### src/rtl/eqScanPkg.sv
package eqScanPkg;
  localparam int NUM_STAGES = 5;

  typedef struct packed {
    logic                  advance;
    logic [NUM_STAGES-1:0] load;
  } stageCtl_t;
endpackage

### src/rtl/eqScanCtrl.sv
module eqScanCtrl
  import eqScanPkg::*;
(
  input  logic      clk,
  input  logic      rstN,
  input  logic      inValid,
  output logic      inReady,
  output logic      outValid,
  input  logic      outReady,
  output stageCtl_t ctl
);
  localparam int OCC_W = $clog2(NUM_STAGES + 1) + 1;

  logic [NUM_STAGES-1:0] stageValid;
  logic                  advance;

  assign advance  = !stageValid[NUM_STAGES-1] || outReady;
  assign inReady  = advance;
  assign outValid = stageValid[NUM_STAGES-1];

  always_comb begin
    ctl.advance = advance;
    ctl.load[0] = advance && inValid;
    for (int s = 1; s < NUM_STAGES; s++) begin
      ctl.load[s] = advance && stageValid[s-1];
    end
  end

  always_ff @(posedge clk or negedge rstN) begin
    if (!rstN) begin
      stageValid <= '0;
    end else if (advance) begin
      stageValid <= {stageValid[NUM_STAGES-2:0], inValid};
    end
  end

  // Occupancy tracking for the checks below
  logic [OCC_W-1:0] occupancy;
  always_ff @(posedge clk or negedge rstN) begin
    if (!rstN) begin
      occupancy <= '0;
    end else begin
      occupancy <= occupancy + OCC_W'(inValid && inReady) - OCC_W'(outValid && outReady);
    end
  end


  occupancy_chk: assert property (@(posedge clk) disable iff (!rstN)
    occupancy == OCC_W'($countones(stageValid)));


  occ_bound_chk: assert property (@(posedge clk) disable iff (!rstN)
    occupancy <= OCC_W'(NUM_STAGES));


  hold_chk: assert property (@(posedge clk) disable iff (!rstN)
    outValid && !outReady |=> outValid);
endmodule

### src/rtl/eqScanDatapath.sv
module eqScanDatapath
  import eqScanPkg::*;
#(
  parameter int WORD_W = 64,
  parameter int CODE_W = 4,
  localparam int FIELD_W    = CODE_W + 1,
  localparam int NUM_FIELDS = WORD_W / FIELD_W,
  localparam int CNT_W      = $clog2(NUM_FIELDS + 1)
) (
  input  logic              clk,
  input  logic              rstN,
  input  stageCtl_t         ctl,
  input  logic [WORD_W-1:0] inWord,
  input  logic [CODE_W-1:0] queryCode,
  output logic [WORD_W-1:0] outWord,
  output logic [CNT_W-1:0]  outCount
);
  localparam int USED_W = NUM_FIELDS * FIELD_W;

  function automatic logic [WORD_W-1:0] buildMask(input logic flagsOnly);
    logic [WORD_W-1:0] m;
    m = '0;
    for (int f = 0; f < NUM_FIELDS; f++) begin
      for (int b = 0; b < FIELD_W; b++) begin
        if ((b == CODE_W) == flagsOnly) m[f*FIELD_W + b] = 1'b1;
      end
    end
    return m;
  endfunction

  localparam logic [WORD_W-1:0] FLAG_MASK = buildMask(1'b1);
  localparam logic [WORD_W-1:0] CODE_MASK = buildMask(1'b0);

  // Query code copied into every field, flag bits zero
  logic [WORD_W-1:0] queryWord;
  for (genvar f = 0; f < NUM_FIELDS; f++) begin : g_rep
    assign queryWord[f*FIELD_W +: FIELD_W] = {1'b0, queryCode};
  end
  if (USED_W < WORD_W) begin : g_pad
    assign queryWord[WORD_W-1:USED_W] = '0;
  end

  logic [WORD_W-1:0] capWord, capQuery, xorWord, sumWord, flagWord, resWord;
  logic [CNT_W-1:0]  flagCount, resCount;

  always_comb begin
    flagCount = '0;
    for (int f = 0; f < NUM_FIELDS; f++) begin
      flagCount = flagCount + CNT_W'(flagWord[f*FIELD_W + CODE_W]);
    end
  end

  always_ff @(posedge clk or negedge rstN) begin
    if (!rstN) begin
      capWord  <= '0;
      capQuery <= '0;
      xorWord  <= '0;
      sumWord  <= '0;
      flagWord <= '0;
      resWord  <= '0;
      resCount <= '0;
    end else begin
      if (ctl.load[0]) begin
        capWord  <= inWord & CODE_MASK;
        capQuery <= queryWord;
      end
      if (ctl.load[1]) xorWord  <= capWord ^ capQuery;
      if (ctl.load[2]) sumWord  <= xorWord + CODE_MASK;
      if (ctl.load[3]) flagWord <= (sumWord ^ FLAG_MASK) & FLAG_MASK;
      if (ctl.load[4]) begin
        resWord  <= flagWord;
        resCount <= flagCount;
      end
    end
  end

  assign outWord  = resWord;
  assign outCount = resCount;


  stable_chk: assert property (@(posedge clk) disable iff (!rstN)
    !ctl.advance |=> $stable(outWord) && $stable(outCount));


  count_chk: assert property (@(posedge clk) disable iff (!rstN)
    outCount == CNT_W'($countones(outWord)));
endmodule

### src/rtl/eqScanTop.sv
module eqScanTop
  import eqScanPkg::*;
#(
  parameter int WORD_W = 64,
  parameter int CODE_W = 4,
  localparam int CNT_W = $clog2(WORD_W / (CODE_W + 1) + 1)
) (
  input  logic              clk,
  input  logic              rstN,
  input  logic              inValid,
  output logic              inReady,
  input  logic [WORD_W-1:0] inWord,
  input  logic [CODE_W-1:0] queryCode,
  output logic              outValid,
  input  logic              outReady,
  output logic [WORD_W-1:0] outWord,
  output logic [CNT_W-1:0]  outCount
);
  stageCtl_t ctl;

  eqScanCtrl u_ctrl (
    .clk      (clk),
    .rstN     (rstN),
    .inValid  (inValid),
    .inReady  (inReady),
    .outValid (outValid),
    .outReady (outReady),
    .ctl      (ctl)
  );

  eqScanDatapath #(.WORD_W(WORD_W), .CODE_W(CODE_W)) u_dp (
    .clk       (clk),
    .rstN      (rstN),
    .ctl       (ctl),
    .inWord    (inWord),
    .queryCode (queryCode),
    .outWord   (outWord),
    .outCount  (outCount)
  );
endmodule

### config.mk
export PLATFORM = sky130hd
export DESIGN_NAME = eqScanTop
export DESIGN_NICKNAME = d
export VERILOG_FILES = /design/src/rtl/eqScanPkg.sv /design/src/rtl/eqScanCtrl.sv /design/src/rtl/eqScanDatapath.sv /design/src/rtl/eqScanTop.sv
export SDC_FILE = /design/constraint.sdc
export NUM_CORES = 1
export LEC_CHECK = 0
export BUFFER_PORTS_ARGS = -buffer_cell sky130_fd_sc_hd__buf_2
export CORE_MARGIN = 5
export CORE_UTILIZATION = 56
export CTS_BUF_LIST = sky130_fd_sc_hd__clkbuf_4
export CTS_CLUSTER_DIAMETER = 100
export CTS_CLUSTER_SIZE = 8
export DETAILED_ROUTE_END_ITERATION = 8
export PLACE_DENSITY = 0.82
export SETUP_SLACK_MARGIN = 0.1
export SYNTH_ARGS = -nofsm -noshare
export SYNTH_HDL_FRONTEND = slang
export SYNTH_SLANG_ARGS = --single-unit
### constraint.sdc
create_clock -name clk -period 4.11 [get_ports clk]
set_clock_uncertainty 0.1 [all_clocks]
set_input_delay 0.411 -clock clk [delete_from_list [all_inputs] [get_ports clk]]
set_output_delay 0.411 -clock clk [all_outputs]
set_load 0.03 [all_outputs]
==> results of run 1 <==
## cells in the final DEF (no fill, tap or decap), types with 4 or more instances in the layout
cell type,count
a21oi_1,139
buf_2,72
buf_4,4
bufinv_16,6
clkbuf_4,17
conb_1,52
dfrtp_1,145
dlygate4sd3_1,53
fa_1,7
ha_1,4
inv_1,21
mux2_1,4
mux2_2,51
nor4_1,12
o21ai_0,26
xnor2_1,48
## flip-flops by register name, summed over array words and instances (netlist names)
name and flops:
u_dp.outCount 4, u_dp.capQuery 4, u_dp.capWord 48, u_dp.xorWord 48, u_dp.flagWord 12, u_dp.sumWord 12, u_dp.outWord 12, u_ctrl.stageValid 5
## worst min path at each step
| stage | startpoint | endpoint |
|---|---|---|
| 2_1_floorplan | rstN | u_ctrl.stageValid[0]$_DFFE_PN0N_ |
| 3_3_place_gp | u_dp.sumWord[49]$_DFFE_PN0P_ | u_dp.flagWord[49]$_DFFE_PN0P_ |
| 3_5_place_dp | u_dp.sumWord[49]$_DFFE_PN0P_ | u_dp.flagWord[49]$_DFFE_PN0P_ |
| 4_1_cts | inWord[25] | u_dp.capWord[25]$_DFFE_PN0P_ |
| 5_1_grt | outReady | u_ctrl.stageValid[1]$_DFFE_PN0N_ |
| 6_report | outReady | u_ctrl.stageValid[1]$_DFFE_PN0N_ |
## cell usage after synthesis
master / instances / area (µm²)
dfrtp_1: 145 / 3630
a21oi_1: 139 / 696
buf_4: 57 / 428
mux2_2: 51 / 574
xnor2_1: 48 / 420
o21ai_0: 26 / 130
inv_1: 21 / 78.8
buf_2: 19 / 95.1
clkbuf_1: 13 / 48.8
nor4_1: 12 / 75.1
fa_1: 7 / 140
ha_1: 4 / 50.1
mux2_1: 4 / 45.0
a21o_1: 3 / 22.5
mux2i_1: 3 / 30.0
and2_1: 2 / 12.5
nand2_1: 2 / 7.51
a41oi_1: 1 / 8.76
buf_1: 1 / 3.75
buf_6: 1 / 11.3
conb_1: 1 / 3.75
inv_2: 1 / 3.75
nand2_2: 1 / 6.26
nor2_1: 1 / 3.75
nor2b_1: 1 / 6.26
nor2b_4: 1 / 13.8
xor2_1: 1 / 8.76
## critical path, stage by stage (launching register included)
cell     delay [ns]
dfrtp_1        0.40
ha_1           0.28
inv_1          0.07
fa_1           0.43
fa_1           0.54
fa_1           0.43
fa_1           0.42
fa_1           0.39
xor2_1         0.17
o21ai_0        0.13
## per-layer routing
metal,wire length (µm),track usage (%),up-vias,share of wire [%]
li1,-,-,2056,-
met1,5490,24.7,2209,40
met2,6970,33.7,192,51
met3,1000,5.01,19,7.3
met4,204,7.24,0,1.5
met5,0,0,-,0
## per-stage QoR
step / util [%] / power (W) / hold WS (ns) / area (µm²) / std cells
finish: 66.7 / 0.00571 / 0.181 / 7640 / 832
global route: 66.7 / 0.00616 / 0.151 / 7640 / 832
CTS: 66.5 / 0.00571 / 0.00277 / 7620 / 829
detailed placement: 58.8 / 0.00457 / 0.334 / 6750 / 746
global placement: 58.8 / 0.00442 / 0.331 / 6750 / 746
floorplan: - / 0.00410 / 0.0154 / 6740 / 617
## cells by family after synthesis
logic type,Yosys count
flops,145
compound gates,169
other cells,1
xor+xnor,49
fa+ha+maj,11
simple gates,20
buf+inv,113
mux,58
## power by group
part / switching [W] / leakage (nW) / internal (W)
combinational: 0.00122 / 1.51 / 0.000952
clock: 0.000513 / 0.187 / 0.000602
sequential: 0.000449 / 1.65 / 0.00198
## final cells by class
cell class	count	area, µm²	area share [%]
Tap cell	143	179	2.34
Multi-Input combinational cell	359	2450	32.1
Clock inverter	15	239	3.13
Timing Repair Buffer	130	932	12.2
Clock buffer	17	128	1.67
Sequential cell	145	3630	47.5
Inverter	22	82.6	1.08
Antenna cell	1	2.50	0.0327
## repair_timing
item	4_1_cts	5_1_grt
resized for setup	0	0
hold buffers	51	2
hold endpoints to repair	131	2
==> summary.md, run 1 <==
| Metric | Value |
|---|---|
| Placeable Area | `11500 µm²` |
| Worst Reg2Reg Path Length in Cells | `9` |
| FF+latch count, synth | `145` |
| RSZ-0062 raised after global routing | `no` |
| Final worst-path cycle share | `83.2%` |
| CP startpoint | `u_dp.flagWord[4]$_DFFE_PN0P_` |
| Global placement routability congestion | `between 0.7 and 0.8` |
| Final Hold Viols | `0` |
| Flop-to-flop setup slack | `between 0.6 and 0.7 ns` |
| DRT Wirelength | `13.7 mm` |
| Max Fclk | `0.293 GHz` |
| Post-synthesis mux area share | `9.91%` |
| Period minus WS final | `3.42 ns` |
| Worst Setup Slack, final | `between 0.6 and 0.7 ns` |
| Clock slew at reported path FFs | `0.12 ns` |
| Pwr per Cell Area | `747 nW/µm²` |
| Max Buffers Root-to-Sink | `2` |
| Post-synthesis simple-gate area fraction | `1.91%` |
| Slew @ Worst Pin | `1.21 ns` |
| Die Span X | `118 µm` |
| CP arrival | `around 3.8 ns` |
| Synth Area in Adders | `2.90%` |
| Yosys cell types | `27` |
| Post-DR wirelength/cell | `16.4 µm` |
| Max Slew Vio Count | `0` |
| Setup TNS | `0 ns` |
| Vias in the first global route | `4561` |
| Drt initial violations | `256` |
| Critical Path Sink | `u_dp.outCount[2]$_DFFE_PN0P_` |
| DPL Wire Length | `8.11 mm` |
| Avg Synthesized Cell Area | `11.6 µm²` |
| CTS root buffer | `clkbuf_4` |
| Chip Height | `approximately 120 µm` |
| DR vias | `about 4500` |
| Reg-to-reg critical path endpoint | `u_dp.outCount[2]$_DFFE_PN0P_` |
| Port-buffer cells | `73` |
| Vias per cell | `approximately 5.4` |
| R2r startpoint | `u_dp.flagWord[4]$_DFFE_PN0P_` |
| Nets | `758` |
| Residual DRC | `0` |
| Leakage | `3.35 nW` |
| Mapped cell area | `6550 µm²` |
| Top Ports | `142` |
| Pre-antenna DRT Iters | `4` |
| First-pass GRT wire length | `about 22 mm` |
| Post-CTS setup buffer count | `0` |
| Synth Instances | `566` |
| Area of the die | `14000 µm²` |
| Worst Hold Class | `input pin to register` |
| Fill cells | `827` |
| Core Rows | `39` |
| Initial antenna violation count | `1` |
| Share of cells above drive strength 1 | `23.5%` |
| CP required | `4.47 ns` |
| Synthesis Warnings | `0` |
| Worst slew margin | `between 10% and 20%` |
| Xor/xnor share of the synthesized area | `6.55%` |
| Critical path class | `register to register` |
| Combinational family with the most area after synthesis | `compound AO/OA/AOI/OAI gates` |
| GRT overflow | `0` |
| Post-DRT Antenna Nets | `0` |
| VDD IR-drop max | `~0.79 mV` |
| Outcome | `complete, no violations` |
| Worst setup EP type | `register` |
| CTS tree | `done` |
| Endpoints failing setup | `0` |
| CTS sink count | `between 100 and 150` |
| Starting Density | `57.1%` |
| CP Launch Type | `register` |
| Post-synthesis sequential area ratio | `55.4%` |
| Clock Latency Late Sink | `0.54 ns` |
| Max-cap check violation count | `0` |
| CTS buffer count | `17` |
| Area fraction in compound gates after synthesis | `13.1%` |
| Crit Path Max Fanout | `2` |
| Area Growth Syn to Fin | `16.7%` |
| Dpl ws | `roughly 0.70 ns` |
| Pin count of the biggest net entering global routing | `84` |
| Hold depth | `3` |
| Total global-route track usage | `between 10% and 20%` |
| Htree depth | `4` |
(Power assumes the default switching activity.)
==> run 2: changes to the inputs <==
--- a/config.mk
+++ b/config.mk
@@ -7,12 +7,12 @@
 export LEC_CHECK = 0
 export BUFFER_PORTS_ARGS = -buffer_cell sky130_fd_sc_hd__buf_2
 export CORE_MARGIN = 5
-export CORE_UTILIZATION = 56
+export CORE_UTILIZATION = 51
 export CTS_BUF_LIST = sky130_fd_sc_hd__clkbuf_4
 export CTS_CLUSTER_DIAMETER = 100
 export CTS_CLUSTER_SIZE = 8
 export DETAILED_ROUTE_END_ITERATION = 8
-export PLACE_DENSITY = 0.82
+export PLACE_DENSITY = 0.79
 export SETUP_SLACK_MARGIN = 0.1
 export SYNTH_ARGS = -nofsm -noshare
 export SYNTH_HDL_FRONTEND = slang
==> constraint.sdc (replaced) <==
create_clock -name clk -period 2.8 [get_ports clk]
set_clock_uncertainty 0.1 [all_clocks]
set_input_delay 0.28 -clock clk [delete_from_list [all_inputs] [get_ports clk]]
set_output_delay 0.28 -clock clk [all_outputs]
set_load 0.03 [all_outputs]
==> run 2 against run 1 <==
  * The flow now finishes with violations (setup timing)
  * Sequential share of layout area barely moved
  * Fmax rose by 0.53%
  * Core utilization fell by 6.1 points
  * First-iteration DRC count fell by 9.0%
  * Final cell count rose by 4.0%
  * Final area barely moved
  * Wire length fell by 2.1%
  * Clock power rose by 9%
  * Setup slack got worse by 1.3 ns
==> summary.md, run 2 (same netlist as run 1, synthesis figures left out) <==
| Metric | Value |
|---|---|
| Chip Height | `123 µm (was 118 µm)` |
| Endpoints failing setup | `4 (was 0)` |
| Worst Hold Class | `input pin to register (unchanged)` |
| Vias per cell | `5.16 (was 5.38)` |
| Post-DR wirelength/cell | `15.5 µm (was 16.4 µm)` |
| ANT cells | `0 (was 1)` |
| Clock slew at reported path FFs | `0.11 ns (was 0.12 ns)` |
| DRT Wirelength | `13.4 mm (was 13.7 mm)` |
| Top Ports | `142 (unchanged)` |
| Share of power burned in combinational logic | `41.9% (was 38.0%)` |
| Regs by FF count | `u_dp.capWord: 48 flops, u_dp.xorWord: 48 flops (unchanged)` |
| Period minus WS final | `3.40 ns (was 3.42 ns)` |
| Global placement routability congestion | `0.800 (was 0.789)` |
| Placed Instance Area | `6850 µm² (was 6750 µm²)` |
| Final Hold Viols | `0 (unchanged)` |
| Residual DRC | `0 (unchanged)` |
| Total global-route track usage | `18.6% (was 19.9%)` |
| Outcome | `finished with violations (was complete, no violations)` |
| Multi-input gate area | `2460 µm² (was 2450 µm²)` |
| Final hold slack | `0.0573 ns (was 0.181 ns)` |
| Area Growth Syn to Fin | `16.7% (about the same)` |
| Pin count of the biggest net entering global routing | `77 (was 84)` |
| CTS tree | `done (unchanged)` |
| Htree depth | `4 (unchanged)` |
| Clk network pwr share | `14.8% (was 19.5%)` |
| Max Slew Vio Count | `0 (unchanged)` |
| Post-DRT Antenna Nets | `0 (unchanged)` |
| GRT overflow | `0 (unchanged)` |
| Most frequent cells in the layout | `dfrtp_1, a21oi_1, buf_2 (unchanged)` |
| Max Fclk | `0.294 GHz (was 0.293 GHz)` |
| Slew @ Worst Pin | `0.832 ns (was 1.21 ns)` |
| CTS sink count | `145 (unchanged)` |
| DR vias | `4460 (was 4476)` |
| Crit Path Max Fanout | `2 (unchanged)` |
| Final worst-path cycle share | `121% (was 83.2%)` |
| CP required | `3.10 ns (was 4.47 ns)` |
| Critical Path Sink | `u_dp.outCount[2]$_DFFE_PN0P_ (unchanged)` |
| Max Buffers Root-to-Sink | `2 (unchanged)` |
| Commonest non-fill, non-tap cell in the layout | `dfrtp_1 (unchanged)` |
| Die Span X | `123 µm (was 118 µm)` |
| Vias in the first global route | `4508 (was 4561)` |
| Leakage | `3.34 nW (was 3.35 nW)` |
| FF/Latch Area | `3630 µm² (unchanged)` |
| Share of cells above drive strength 1 | `24.1% (was 23.5%)` |
| Worst Setup Slack, final | `-0.600 ns (was 0.692 ns)` |
| Sw Share | `39.7% (was 38.2%)` |
| CP Launch Type | `register (unchanged)` |
| Fill cells | `1020 (was 827)` |
| Switch Pwr | `0.00325 W (was 0.00218 W)` |
| Placed insts | `780 (was 746)` |
| Critical path class | `register to register (unchanged)` |
| Clock Latency Late Sink | `0.54 ns (about the same)` |
| Max-cap check violation count | `0 (unchanged)` |
| First-pass GRT wire length | `22.1 mm (was 22.4 mm)` |
| RSZ-0062 raised after global routing | `yes (was no)` |
| CP arrival | `3.70 ns (was 3.78 ns)` |
| Nets | `765 (was 758)` |
| Pwr per Cell Area | `1070 nW/µm² (was 747 nW/µm²)` |
| CTS root buffer | `clkbuf_4 (unchanged)` |
| Flop-to-flop setup slack | `-0.60 ns (was 0.69 ns)` |
| Failing checks | `setup timing` |
| VDD IR-drop max | `0.516 mV (was 0.793 mV)` |
| Worst slew margin | `44.5% (was 18.8%)` |
| Register share of total power | `43.3% (was 42.5%)` |
| Dpl ws | `-0.669 ns (was 0.699 ns)` |
| Drt initial violations | `233 (was 256)` |
| Setup TNS | `-1.80 ns (was 0 ns)` |
| Worst Reg2Reg Path Length in Cells | `9 (unchanged)` |
| Worst setup EP type | `register (unchanged)` |
| Core Rows | `41 (was 39)` |
| Placeable Area | `12600 µm² (was 11500 µm²)` |
| Area of the die | `15200 µm² (was 14000 µm²)` |
| DPL Wire Length | `8.65 mm (was 8.11 mm)` |
| Finished Layout Cells | `865 (was 832)` |
| Fin area | `7640 µm² (about the same)` |
| Initial antenna violation count | `0 (was 1)` |
| Reg-to-reg critical path endpoint | `u_dp.outCount[2]$_DFFE_PN0P_ (unchanged)` |
| CTS buffer count | `17 (unchanged)` |
| Pre-antenna DRT Iters | `7 (was 4)` |
| Starting Density | `51.9% (was 57.1%)` |
| R2r startpoint | `u_dp.flagWord[4]$_DFFE_PN0P_ (unchanged)` |
| Port-buffer cells | `73 (unchanged)` |
| Int Power | `0.00494 W (was 0.00353 W)` |
| CP startpoint | `u_dp.flagWord[4]$_DFFE_PN0P_ (unchanged)` |
-- run 2: changes by cell type in the layout (fill, tap and decap cells not counted) --
cell / previous run / this run
clkinv_1: 2 / 5
inv_2: 1 / 2
inv_1: 21 / 20
o21ai_0: 26 / 23
fa_2: 0 / 2
fa_1: 7 / 5
buf_4: 4 / 9
diode_2: 1 / 0
bufinv_16: 6 / 2
buf_12: 0 / 2
o21ai_1: 0 / 3
clkinv_4: 2 / 1
-- run 2: worst min-delay path by stage --
stage	end	depth (start not counted)	start
2_1_floorplan	u_ctrl.stageValid[0]$_DFFE_PN0N_	0	rstN
3_3_place_gp	u_dp.outWord[29]$_DFFE_PN0P_	1	rstN
3_5_place_dp	u_dp.outWord[34]$_DFFE_PN0P_	1	rstN
4_1_cts	u_ctrl.stageValid[1]$_DFFE_PN0N_	3	outReady
5_1_grt	u_ctrl.stageValid[2]$_DFFE_PN0N_	3	outReady
6_report	u_ctrl.stageValid[2]$_DFFE_PN0N_	3	outReady
-- run 2: metrics by stage --
stage | utilization (%) | power, W
2_1_floorplan | - | 0.00605
3_3_place_gp | 54.3 | 0.00655
3_5_place_dp | 54.3 | 0.00690
4_1_cts | 60.5 | 0.00822
5_1_grt | 60.6 | 0.00883
6_report | 60.6 | 0.00820
-- run 2: what timing repair did --
| action | 4_1_cts | 5_1_grt |
|---|---|---|
| endpoints found under the setup margin | 4 | 4 |
| pin swaps | 6 | 3 |
| setup buffers | 0 | 2 |
| gates resized for setup | 4 | 0 |
| hold buffers | 53 | 0 |
| endpoints found under the hold margin | 121 | 0 |
-- run 2: worst max-delay path, cell delays in order, from the launching register on --
cell,delay [ns]
dfrtp_1,0.40
ha_1,0.31
inv_2,0.06
fa_1,0.42
fa_1,0.55
fa_1,0.46
fa_2,0.38
fa_2,0.35
xor2_1,0.16
o21ai_1,0.08
-- run 2: final cells by class --
class	count	share of cell area [%]
inverter	22	1.08
timing repair buffer	137	13.2
tap	172	2.82
sequential	145	47.5
multi-input combinational	359	32.2
clock buffer	17	1.67
clock inverter	13	1.59
-- run 2: power groups by stage --
stage	clock network [W]	logic [W]	registers, W
after floorplan	0	0.00251	0.00354
after global placement	0	0.00302	0.00353
after detailed placement	0	0.00331	0.00358
after CTS	0.00123	0.00345	0.00354
after global routing	0.00133	0.00385	0.00365
final	0.00121	0.00344	0.00355
-- run 2: per-layer routing --
layer	routed length (µm)	track usage, %	vias to the layer above
li1	-	-	2079
met1	5340	23.3	2169
met2	6700	31.4	186
met3	1080	5.35	26
met4	255	5.40	0
met5	0	0	-
==> run 3: changes to the inputs <==
--- a/config.mk
+++ b/config.mk
@@ -12,6 +12,7 @@
 export CTS_CLUSTER_DIAMETER = 100
 export CTS_CLUSTER_SIZE = 8
 export DETAILED_ROUTE_END_ITERATION = 8
+export MAX_ROUTING_LAYER = met4
 export PLACE_DENSITY = 0.79
 export SETUP_SLACK_MARGIN = 0.1
 export SYNTH_ARGS = -nofsm -noshare
==> run 3 against run 2 <==
  * The run still ends with setup timing left
  * Total power hardly changed
  * Fmax about the same
  * Hold slack hardly changed
  * Non-clock buffer count unchanged
  * Final area stayed put
  * Wire length grew 0.22%
  * Clock power about the same
  * Sequential power about the same
  * Critical path depth unchanged
  * Critical path type unchanged
  * Critical endpoint unchanged
  * Largest power group unchanged
==> summary.md, run 3 (same netlist as run 1, synthesis figures left out) <==
| Metric | Value |
|---|---|
| Outcome | `finished with violations (unchanged)` |
| Failing checks | `setup timing (unchanged)` |
| Die Span X | `123 µm (unchanged)` |
| Worst Hold Class | `input pin to register (unchanged)` |
| Area of the die | `15200 µm² (unchanged)` |
| Switch Pwr | `0.00326 W (was 0.00325 W)` |
| Max Buffers Root-to-Sink | `2 (unchanged)` |
| Global placement routability congestion | `0.812 (was 0.800)` |
| Leakage | `3.34 nW (unchanged)` |
| DPL Wire Length | `8.65 mm (unchanged)` |
| Max Slew Vio Count | `0 (unchanged)` |
| CP arrival | `3.70 ns (about the same)` |
| Critical path's largest stage delay | `0.55 ns (about the same)` |
| Area Growth Syn to Fin | `16.7% (unchanged)` |
| Clock slew at reported path FFs | `0.11 ns (about the same)` |
| Max-cap check violation count | `0 (unchanged)` |
| Residual DRC | `0 (unchanged)` |
| Placed Instance Area | `6850 µm² (unchanged)` |
| Drt initial violations | `238 (was 233)` |
| Placeable Area | `12600 µm² (unchanged)` |
| Post-DRT Antenna Nets | `0 (unchanged)` |
| Regs by FF count | `u_dp.capWord: 48 flops, u_dp.xorWord: 48 flops (unchanged)` |
| Critical path class | `register to register (unchanged)` |
| ANT cells | `0 (unchanged)` |
| Fin area | `7640 µm² (unchanged)` |
| Worst Setup Slack, final | `-0.601 ns (was -0.600 ns)` |
| CTS tree | `done (unchanged)` |
| Share of power burned in combinational logic | `41.9% (about the same)` |
| Int Power | `0.00494 W (about the same)` |
| Commonest non-fill, non-tap cell in the layout | `dfrtp_1 (unchanged)` |
| Worst setup EP type | `register (unchanged)` |
| Period minus WS final | `3.40 ns (about the same)` |
| CTS sink count | `145 (unchanged)` |
| CTS buffer count | `17 (unchanged)` |
| Worst slew margin | `43.6% (was 44.5%)` |
| Buffer and inverter count on the worst path | `1 (unchanged)` |
| DRT Wirelength | `13.4 mm (about the same)` |
| VDD IR-drop max | `0.516 mV (about the same)` |
| Core Rows | `41 (unchanged)` |
| Sw Share | `39.7% (about the same)` |
| Most frequent cells in the layout | `dfrtp_1, a21oi_1, buf_2 (unchanged)` |
| DR vias | `4487 (was 4460)` |
| CP Launch Type | `register (unchanged)` |
| Post-DR wirelength/cell | `15.5 µm (about the same)` |
| Port-buffer cells | `73 (unchanged)` |
| Pwr per Cell Area | `1070 nW/µm² (about the same)` |
| Multi-input gate area | `2460 µm² (unchanged)` |
| Initial antenna violation count | `0 (unchanged)` |
| Vias in the first global route | `4499 (was 4508)` |
| CP required | `3.10 ns (about the same)` |
| Vias per cell | `5.19 (was 5.16)` |
| GRT overflow | `0 (unchanged)` |
| Register share of total power | `43.3% (about the same)` |
| Clock Latency Late Sink | `0.54 ns (about the same)` |
| Fill cells | `1020 (unchanged)` |
| Post-layout power | `0.00820 W (about the same)` |
| Endpoints failing setup | `4 (unchanged)` |
| Top Ports | `142 (unchanged)` |
| Largest delay share family, worst path | `adder cells (unchanged)` |
| RSZ-0062 raised after global routing | `yes (unchanged)` |
| Max Fclk | `0.294 GHz (about the same)` |
| Clk network pwr share | `14.8% (about the same)` |
| Crit Path Max Fanout | `2 (unchanged)` |
| CTS root buffer | `clkbuf_4 (unchanged)` |
| CP cell instances | `ha_1 > inv_2 > fa_1 > fa_1 > fa_1 > fa_2 > fa_2 > xor2_1 > o21ai_1 (unchanged)` |
| Htree depth | `4 (unchanged)` |
| Total global-route track usage | `19.1% (was 18.6%)` |
| Pin count of the biggest net entering global routing | `77 (unchanged)` |
| FF/Latch Area | `3630 µm² (unchanged)` |
| Starting Density | `51.9% (unchanged)` |
| Final worst-path cycle share | `121% (about the same)` |
| Nets | `765 (unchanged)` |
| Slew @ Worst Pin | `0.846 ns (was 0.832 ns)` |
| Share of cells above drive strength 1 | `24.1% (unchanged)` |
| Final Hold Viols | `0 (unchanged)` |
| First-pass GRT wire length | `22.1 mm (about the same)` |
| Flop-to-flop setup slack | `-0.60 ns (about the same)` |
| Chip Height | `123 µm (unchanged)` |
| Most frequent cell on the critical path | `fa_1 (unchanged)` |
| CP max-delay cell | `fa_1 (unchanged)` |
| Pre-antenna DRT Iters | `4 (was 7)` |
## run 3: worst paths after layout
check	start	to	cells past startpoint
min in group asynchronous	rstN	u_dp.outWord[34]$_DFFE_PN0P_	2
min	outReady	u_ctrl.stageValid[2]$_DFFE_PN0N_	3
max	u_dp.flagWord[4]$_DFFE_PN0P_	u_dp.outCount[2]$_DFFE_PN0P_	9
max in group asynchronous	rstN	u_dp.sumWord[44]$_DFFE_PN0P_	3
max reg2reg	u_dp.flagWord[4]$_DFFE_PN0P_	u_dp.outCount[2]$_DFFE_PN0P_	9
min reg2reg	u_dp.sumWord[39]$_DFFE_PN0P_	u_dp.flagWord[39]$_DFFE_PN0P_	1
## run 3: timing repair
item / in CTS / in global routing
pin swaps: 6 / 3
endpoints found under the hold margin: 121 / 0
hold buffers: 53 / 0
setup endpoints to repair: 4 / 4
gates resized for setup: 4 / 0
setup buffers: 0 / 2
## run 3: per-stage QoR
step	cells	setup WS, ns	util (%)	hold WS [ns]	setup TNS, ns
finish	865	-0.601	60.6	0.0569	-1.80
global placement	780	-0.507	54.3	0.214	-1.31
global route	865	-0.708	60.6	0.0196	-2.22
CTS	863	-0.607	60.5	0.0242	-1.82
floorplan	617	-0.454	-	-0.116	-1.12
detailed placement	780	-0.669	54.3	0.225	-1.83
## run 3: power groups by stage
| stage | registers [W] | clock network [W] | logic [W] |
|---|---|---|---|
| 6_report | 0.00355 | 0.00121 | 0.00344 |
| 5_1_grt | 0.00365 | 0.00132 | 0.00385 |
| 3_5_place_dp | 0.00358 | 0 | 0.00331 |
| 2_1_floorplan | 0.00354 | 0 | 0.00251 |
| 3_3_place_gp | 0.00353 | 0 | 0.00302 |
| 4_1_cts | 0.00354 | 0.00123 | 0.00345 |
## run 3: metal layers
layer / global-route usage, % / vias to the layer above / routed length [µm]
li1: - / 2082 / -
met1: 23.5 / 2185 / 5390
met2: 31.4 / 193 / 6710
met3: 4.44 / 27 / 1040
met4: 6.02 / 0 / 265
met5: - / - / 0
## run 3: cell type report
class	count	area share, %
Tap cell	172	2.82
Sequential cell	145	47.5
Inverter	22	1.08
Clock buffer	17	1.67
Timing Repair Buffer	137	13.2
Multi-Input combinational cell	359	32.2
Clock inverter	13	1.59
## run 3: worst reg2reg max path: cells and delay by family, from the launching register on
| kind | cells | cell delay (ns) |
|---|---|---|
| flops | 1 | 0.40 |
| xor+xnor | 1 | 0.16 |
| fa+ha+maj | 6 | 2.48 |
| buf+inv | 1 | 0.06 |
| compound gates | 1 | 0.08 |
